File: config.mk
export PLATFORM = sky130hd
export DESIGN_NAME = brt_ramp_ctrl
export DESIGN_NICKNAME = d
export VERILOG_FILES = /design/src/rtl/brt_pkg.sv /design/src/rtl/brt_period_sel.sv /design/src/rtl/brt_channel.sv /design/src/rtl/brt_ramp_ctrl.sv
export SDC_FILE = /design/constraint.sdc
export NUM_CORES = 1
export LEC_CHECK = 0
export ABC_AREA = 1
export BUFFER_PORTS_ARGS = -buffer_cell sky130_fd_sc_hd__buf_2
export CORE_ASPECT_RATIO = 1.25
export CORE_MARGIN = 5
export CORE_UTILIZATION = 50
export DETAILED_ROUTE_END_ITERATION = 7
export PLACE_DENSITY_LB_ADDON = 0.05
export SLEW_MARGIN = 20
export SYNTH_ARGS = -nofsm -noshare
export SYNTH_HDL_FRONTEND = slang
export SYNTH_SLANG_ARGS = --single-unit
File: constraint.sdc
create_clock -name clk_i -period 3.7 [get_ports clk_i]
set_input_delay 0.37 -clock clk_i [delete_from_list [all_inputs] [get_ports clk_i]]
set_output_delay 0.37 -clock clk_i [all_outputs]
set_load 0.005 [all_outputs]
File: src/rtl/brt_pkg.sv
package brt_pkg;

    localparam int CODE_W  = 5;
    localparam int LEVEL_W = 11;

    typedef logic [CODE_W-1:0]  code_t;
    typedef logic [LEVEL_W-1:0] level_t;

    // Level in units of 1/1600 of full-scale current (0.0625 % each).
    function automatic level_t level_of(input code_t c);
        level_t v;
        case (c)
            5'd0:  v = 11'd0;    5'd1:  v = 11'd2;
            5'd2:  v = 11'd10;   5'd3:  v = 11'd16;
            5'd4:  v = 11'd18;   5'd5:  v = 11'd21;
            5'd6:  v = 11'd27;   5'd7:  v = 11'd33;
            5'd8:  v = 11'd39;   5'd9:  v = 11'd45;
            5'd10: v = 11'd50;   5'd11: v = 11'd60;
            5'd12: v = 11'd70;   5'd13: v = 11'd84;
            5'd14: v = 11'd100;  5'd15: v = 11'd120;
            5'd16: v = 11'd140;  5'd17: v = 11'd160;
            5'd18: v = 11'd200;  5'd19: v = 11'd240;
            5'd20: v = 11'd270;  5'd21: v = 11'd300;
            5'd22: v = 11'd360;  5'd23: v = 11'd420;
            5'd24: v = 11'd500;  5'd25: v = 11'd600;
            5'd26: v = 11'd700;  5'd27: v = 11'd840;
            5'd28: v = 11'd980;  5'd29: v = 11'd1120;
            5'd30: v = 11'd1400;
            default: v = 11'd1600;
        endcase
        return v;
    endfunction

endpackage

File: src/rtl/brt_period_sel.sv
module brt_period_sel #(
    parameter int PER_RATE0 = 510,
    parameter int PER_RATE1 = 260000,
    parameter int PER_RATE2 = 130000,
    parameter int PER_RATE3 = 520000,
    parameter int CNT_W     = 20
) (
    input  logic [1:0]       rate_i,
    output logic [CNT_W-1:0] period_o
);

    always_comb begin
        case (rate_i)
            2'b00:   period_o = CNT_W'(PER_RATE0);
            2'b01:   period_o = CNT_W'(PER_RATE1);
            2'b10:   period_o = CNT_W'(PER_RATE2);
            default: period_o = CNT_W'(PER_RATE3);
        endcase
    end

endmodule

File: src/rtl/brt_channel.sv
module brt_channel
    import brt_pkg::*;
#(
    parameter int CNT_W = 20
) (
    input  logic             clk_i,
    input  logic             rst_ni,
    input  logic             en_i,
    input  logic             kill_i,
    input  code_t            target_i,
    input  logic [CNT_W-1:0] period_i,
    output code_t            code_o,
    output level_t           level_o,
    output logic             active_o
);

    typedef struct packed {
        code_t            code;
        code_t            goal;
        logic [CNT_W-1:0] cnt;
        logic             act;
    } chan_st_t;

    chan_st_t st_q, st_d;
    code_t    want;
    logic     at_rest;

    always_comb begin
        st_d    = st_q;
        want    = en_i ? target_i : '0;
        at_rest = (st_q.code == st_q.goal);

        if (!en_i) begin
            st_d.goal = '0;
        end else if (at_rest) begin
            st_d.goal = want;
        end

        if (kill_i) begin
            st_d = '0;
        end else begin
            if (st_q.code != st_d.goal) begin
                if (at_rest || (st_q.cnt == '0)) begin
                    st_d.code = (st_d.goal > st_q.code) ? st_q.code + 1'b1
                                                        : st_q.code - 1'b1;
                    st_d.cnt  = period_i - CNT_W'(1);
                end else begin
                    st_d.cnt  = st_q.cnt - CNT_W'(1);
                end
            end else begin
                st_d.cnt = '0;
            end
            st_d.act = en_i | (st_q.act & (st_d.code != '0));
        end
    end

    always_ff @(posedge clk_i or negedge rst_ni) begin
        if (!rst_ni) begin
            st_q <= '0;
        end else begin
            st_q <= st_d;
        end
    end

    assign code_o   = st_q.code;
    assign level_o  = level_of(st_q.code);
    assign active_o = st_q.act;

    assert_single_step_R1: assert property (@(posedge clk_i) disable iff (!rst_ni)
        !kill_i |=> (({1'b0, st_q.code} == {1'b0, $past(st_q.code)}) ||
                     ({1'b0, st_q.code} == {1'b0, $past(st_q.code)} + 6'd1) ||
                     ({1'b0, st_q.code} + 6'd1 == {1'b0, $past(st_q.code)})));

    assert_no_rise_when_off_R6: assert property (@(posedge clk_i) disable iff (!rst_ni)
        !en_i |=> (st_q.code <= $past(st_q.code)));

    assert_idle_at_zero_R10: assert property (@(posedge clk_i) disable iff (!rst_ni)
        !active_o |-> (code_o == '0));

    assert_enable_raises_R10: assert property (@(posedge clk_i) disable iff (!rst_ni)
        (en_i && !kill_i) |=> active_o);

endmodule

File: src/rtl/brt_ramp_ctrl.sv
module brt_ramp_ctrl
    import brt_pkg::*;
#(
    parameter int PER_RATE0 = 510,
    parameter int PER_RATE1 = 260000,
    parameter int PER_RATE2 = 130000,
    parameter int PER_RATE3 = 520000
) (
    input  logic         clk_i,
    input  logic         rst_ni,
    input  logic [1:0]   rate_i,
    input  logic         unison_i,
    input  logic         oled_i,
    input  logic         main_en_i,
    input  logic [4:0]   main_tgt_i,
    input  logic         sub_en_i,
    input  logic [4:0]   sub_tgt_i,
    output logic [4:0]   main_code_o,
    output logic [10:0]  main_level_o,
    output logic         main_active_o,
    output logic [4:0]   sub_code_o,
    output logic [10:0]  sub_level_o,
    output logic         sub_active_o
);

    localparam int NUM_CH = 2;
    localparam int MAX_A  = (PER_RATE0 > PER_RATE1) ? PER_RATE0 : PER_RATE1;
    localparam int MAX_B  = (PER_RATE2 > PER_RATE3) ? PER_RATE2 : PER_RATE3;
    localparam int MAX_P  = (MAX_A > MAX_B) ? MAX_A : MAX_B;
    localparam int CNT_W  = (MAX_P > 1) ? $clog2(MAX_P + 1) : 1;

    logic [CNT_W-1:0] period;
    logic             ch_en   [NUM_CH];
    logic             ch_kill [NUM_CH];
    code_t            ch_tgt  [NUM_CH];
    code_t            ch_code [NUM_CH];
    level_t           ch_lvl  [NUM_CH];
    logic             ch_act  [NUM_CH];

    brt_period_sel #(
        .PER_RATE0 (PER_RATE0),
        .PER_RATE1 (PER_RATE1),
        .PER_RATE2 (PER_RATE2),
        .PER_RATE3 (PER_RATE3),
        .CNT_W     (CNT_W)
    ) u_period (
        .rate_i   (rate_i),
        .period_o (period)
    );

    // Channel 0 is main, channel 1 is secondary.
    always_comb begin
        ch_en[0]   = main_en_i;
        ch_tgt[0]  = main_tgt_i;
        ch_kill[0] = 1'b0;
        ch_en[1]   = !oled_i && (unison_i ? main_en_i : sub_en_i);
        ch_tgt[1]  = unison_i ? main_tgt_i : sub_tgt_i;
        ch_kill[1] = oled_i;
    end

    for (genvar g = 0; g < NUM_CH; g++) begin : g_ch
        brt_channel #(
            .CNT_W (CNT_W)
        ) u_chan (
            .clk_i    (clk_i),
            .rst_ni   (rst_ni),
            .en_i     (ch_en[g]),
            .kill_i   (ch_kill[g]),
            .target_i (ch_tgt[g]),
            .period_i (period),
            .code_o   (ch_code[g]),
            .level_o  (ch_lvl[g]),
            .active_o (ch_act[g])
        );
    end

    assign main_code_o   = ch_code[0];
    assign main_level_o  = ch_lvl[0];
    assign main_active_o = ch_act[0];
    assign sub_code_o    = ch_code[1];
    assign sub_level_o   = ch_lvl[1];
    assign sub_active_o  = ch_act[1];

    assert_feedback_kills_sub_R9: assert property (@(posedge clk_i) disable iff (!rst_ni)
        oled_i |=> (sub_code_o == 5'd0 && !sub_active_o));

    assert_reset_clears_R11: assert property (@(posedge clk_i) disable iff (!rst_ni)
        $rose(rst_ni) |-> (main_code_o == 5'd0 && sub_code_o == 5'd0));

endmodule

==> results.ini <==
[yosys]
synthCells=692
synth-async-reset-ratio_pct=100
syn_nets=753
synth-seq-area-share_pct=30.6
synth_edf_count=0
yosys_register_bits=60
synth-main-ff-cell=dfrtp_1
yosysUniqueCellTypes=49
syn_area_mm2=0.00491
syn_avg_cell_area_um2=7.09
yosys_warnings=0

[cts]
clockBufferDepth=2
cts_tree=yes
htree_levels=3
ctsRootBufferMaster=clkbuf_16
cts_sinks=60
cts_buffers=9
clk_pin_slew_worst_paths_ns=0.05
hold_buffers=0
clk_latency_ns=0.33

[drt]
vias=4642
ant_nets=0
routed_wl_um=12000
drc=0
drt_iter0_drc=162
drt_first_pass_iters=4
vias_per_cell=5.27
routedWlPerCell_um=13.6

[die]
die_h_um=121
io_pins=52
initial_utilization_pct=51.1
die_w_um=98.6
dieArea_mm2=0.0119
rows=40
coreArea_mm2=0.00961

[global_routing]
grt_pass1_vias=4445
grt_pass1_wl_um=20100
antenna_found_initial=0
overflow=0
grtUsageTotal_pct=20.6
grt_max_degree=46

[sta]
worstMarginPinSlew_ns=0.572
finalHoldViolCount=0
setup_viol=0
min_period_ns=3.34
max_freq_ghz=0.299
maxSlewViolCount=0
fin_skew_ns=0.00725
tns_ns=0
period_share_pct=90.4
setup_ws_ns=0.356
timing.hold.ws_ns=0.0271
slew_headroom_pct=61.9

[cells_and_area]
final_layout_size_suffix_gt1_share_pct=16.2
syn_to_final_growth_pct=14.2
n_antenna_cell=0
stdcell_area_mm2=0.00561
final_nets=811
final_cells=881
final_core_util_pct=58.4

[placed_design]
dp_slack_ns=0.255
dp_cells=861
port-buffer-count=51
dpl-instance-area_mm2=0.00528
routabilityCongestion=0.861
dp_hpwl_um=9200

[worst_setup_path]
crit_slowest_cell=dfrtp_2
worst-setup-path-type=reg -> reg
worst-path-buf-inv=4
critPathCaptureType=flop
crit_path_frequent_cell=nand2_1
start_kind=flop
cp.arrival_ns=3.56
critPathLaunch=g_ch[1].u_chan.code_o[0]$_DFF_PN0_
worstPathRequired_ns=3.92
reg2reg_slack_ns=0.36
reg2reg_from=g_ch[1].u_chan.code_o[0]$_DFF_PN0_
cpPeakStageDelay_ns=0.44
critical_path.top_delay_family=simple AND/OR/NAND/NOR gates
path_max_fanout=5

[power_and_ir_drop]
p_leak_nw=2.87
powerDensity_mw_per_mm2=744
irDropWorstVdd_mv=0.312
finalPower_mw=4.17

[min_path]
hold_path.class=in -> async

[run]
cap_violations=0

[run_status]
status=completed

cells in the mapped netlist, types with 2 or more instances:
| library cell | instances | area share, % |
|---|---|---|
| nand2_1 | 148 | 11 |
| nor2_1 | 93 | 7.1 |
| inv_1 | 85 | 6.5 |
| dfrtp_1 | 60 | 31 |
| a21oi_1 | 49 | 5.0 |
| ha_1 | 41 | 10 |
| o21ai_0 | 40 | 4.1 |
| nand3_1 | 29 | 3.0 |
| a31oi_1 | 13 | 1.7 |
| xor2_1 | 13 | 2.3 |
| buf_4 | 12 | 1.8 |
| nor3_1 | 9 | 0.92 |
| inv_2 | 8 | 0.61 |
| xnor2_1 | 8 | 1.4 |
| clkbuf_1 | 7 | 0.54 |
| nand4_1 | 7 | 0.89 |
| a211oi_1 | 6 | 0.92 |
| buf_6 | 5 | 1.1 |
| o31ai_1 | 5 | 0.76 |
| nor2_2 | 4 | 0.51 |
| o221ai_1 | 4 | 0.71 |
| o22ai_1 | 4 | 0.51 |
| buf_2 | 3 | 0.31 |
| nand2_2 | 3 | 0.38 |
| o211ai_1 | 3 | 0.46 |
| o21ai_1 | 3 | 0.31 |
| a21o_1 | 2 | 0.31 |
| fa_1 | 2 | 0.82 |
| nand2_4 | 2 | 0.46 |
| nand3_2 | 2 | 0.41 |
| nor2_4 | 2 | 0.46 |
| o21a_1 | 2 | 0.31 |
| or2_1 | 2 | 0.25 |
cells by family (layout without fill, tap and decap cells):
group | after synthesis | after routing | synth area share (%)
simple gates | 306 | 306 | 26.6
buf+inv | 122 | 185 | 11.1
flops | 60 | 60 | 30.6
xor+xnor | 21 | 21 | 3.75
compound gates | 140 | 140 | 16.7
fa+ha+maj | 43 | 43 | 11.3
where the power goes:
group | internal [mW] | total (mW) | switching, mW | leakage, nW
combinational | 0.938 | 2.41 | 1.48 | 1.99
sequential | 0.844 | 0.998 | 0.155 | 0.755
clock | 0.469 | 0.762 | 0.294 | 0.129
metal layers:
metal	global-route usage, %	vias up	part of all wire (%)	wire (um)
met3	3.87	17	3.8	461
met5	0	-	0	0
li1	-	2378	-	-
met1	25.2	2162	44	5250
met4	6.32	0	1.4	173
met2	36.5	85	51	6100
state kept, by name, summed over array words and instances (netlist names):
register,count
g_ch.u_chan.st_q,48
g_ch.u_chan.active_o,2
g_ch.u_chan.code_o,10
cell usage in the layout, fill, tap and decap left out, types with 13 or more instances in the layout:
cell type / instances
nand3_1: 29
nor2_1: 93
a21oi_1: 49
ha_1: 40
buf_4: 23
inv_1: 83
buf_2: 50
xor2_1: 13
a31oi_1: 13
nand2_1: 147
dfrtp_1: 58
o21ai_0: 36
area by class of cell:
cell class                 instances  area (um^2)
fill                             946         4000
timing repair buffer              73          423
clock buffer                      12          246
multi-input combinational        510         2890
tap                              126          158
timing repair inverter             1         5.00
sequential                        60         1500
clock inverter                     4         25.0
inverter                          95          363
timing repair:
action / 4_1_cts / 5_1_grt
resized for setup: 0 / 12
buffers inserted: 0 / 3
setup endpoints to repair: 0 / 3
path summary, 6_finish.rpt:
check	to	cells past startpoint
worst max-delay path	g_ch[1].u_chan.active_o$_DFF_PN0_	27
worst min-delay path	g_ch[1].u_chan.st_q[18]$_DFF_PN0_	1
worst max register to register	g_ch[1].u_chan.active_o$_DFF_PN0_	27
worst min register to register	g_ch[0].u_chan.active_o$_DFF_PN0_	2
max in group asynchronous	g_ch[1].u_chan.st_q[22]$_DFF_PN0_	2
min in group clk_i	g_ch[1].u_chan.code_o[3]$_DFF_PN0_	2
Note: power is estimated with default switching activity, not from simulation.
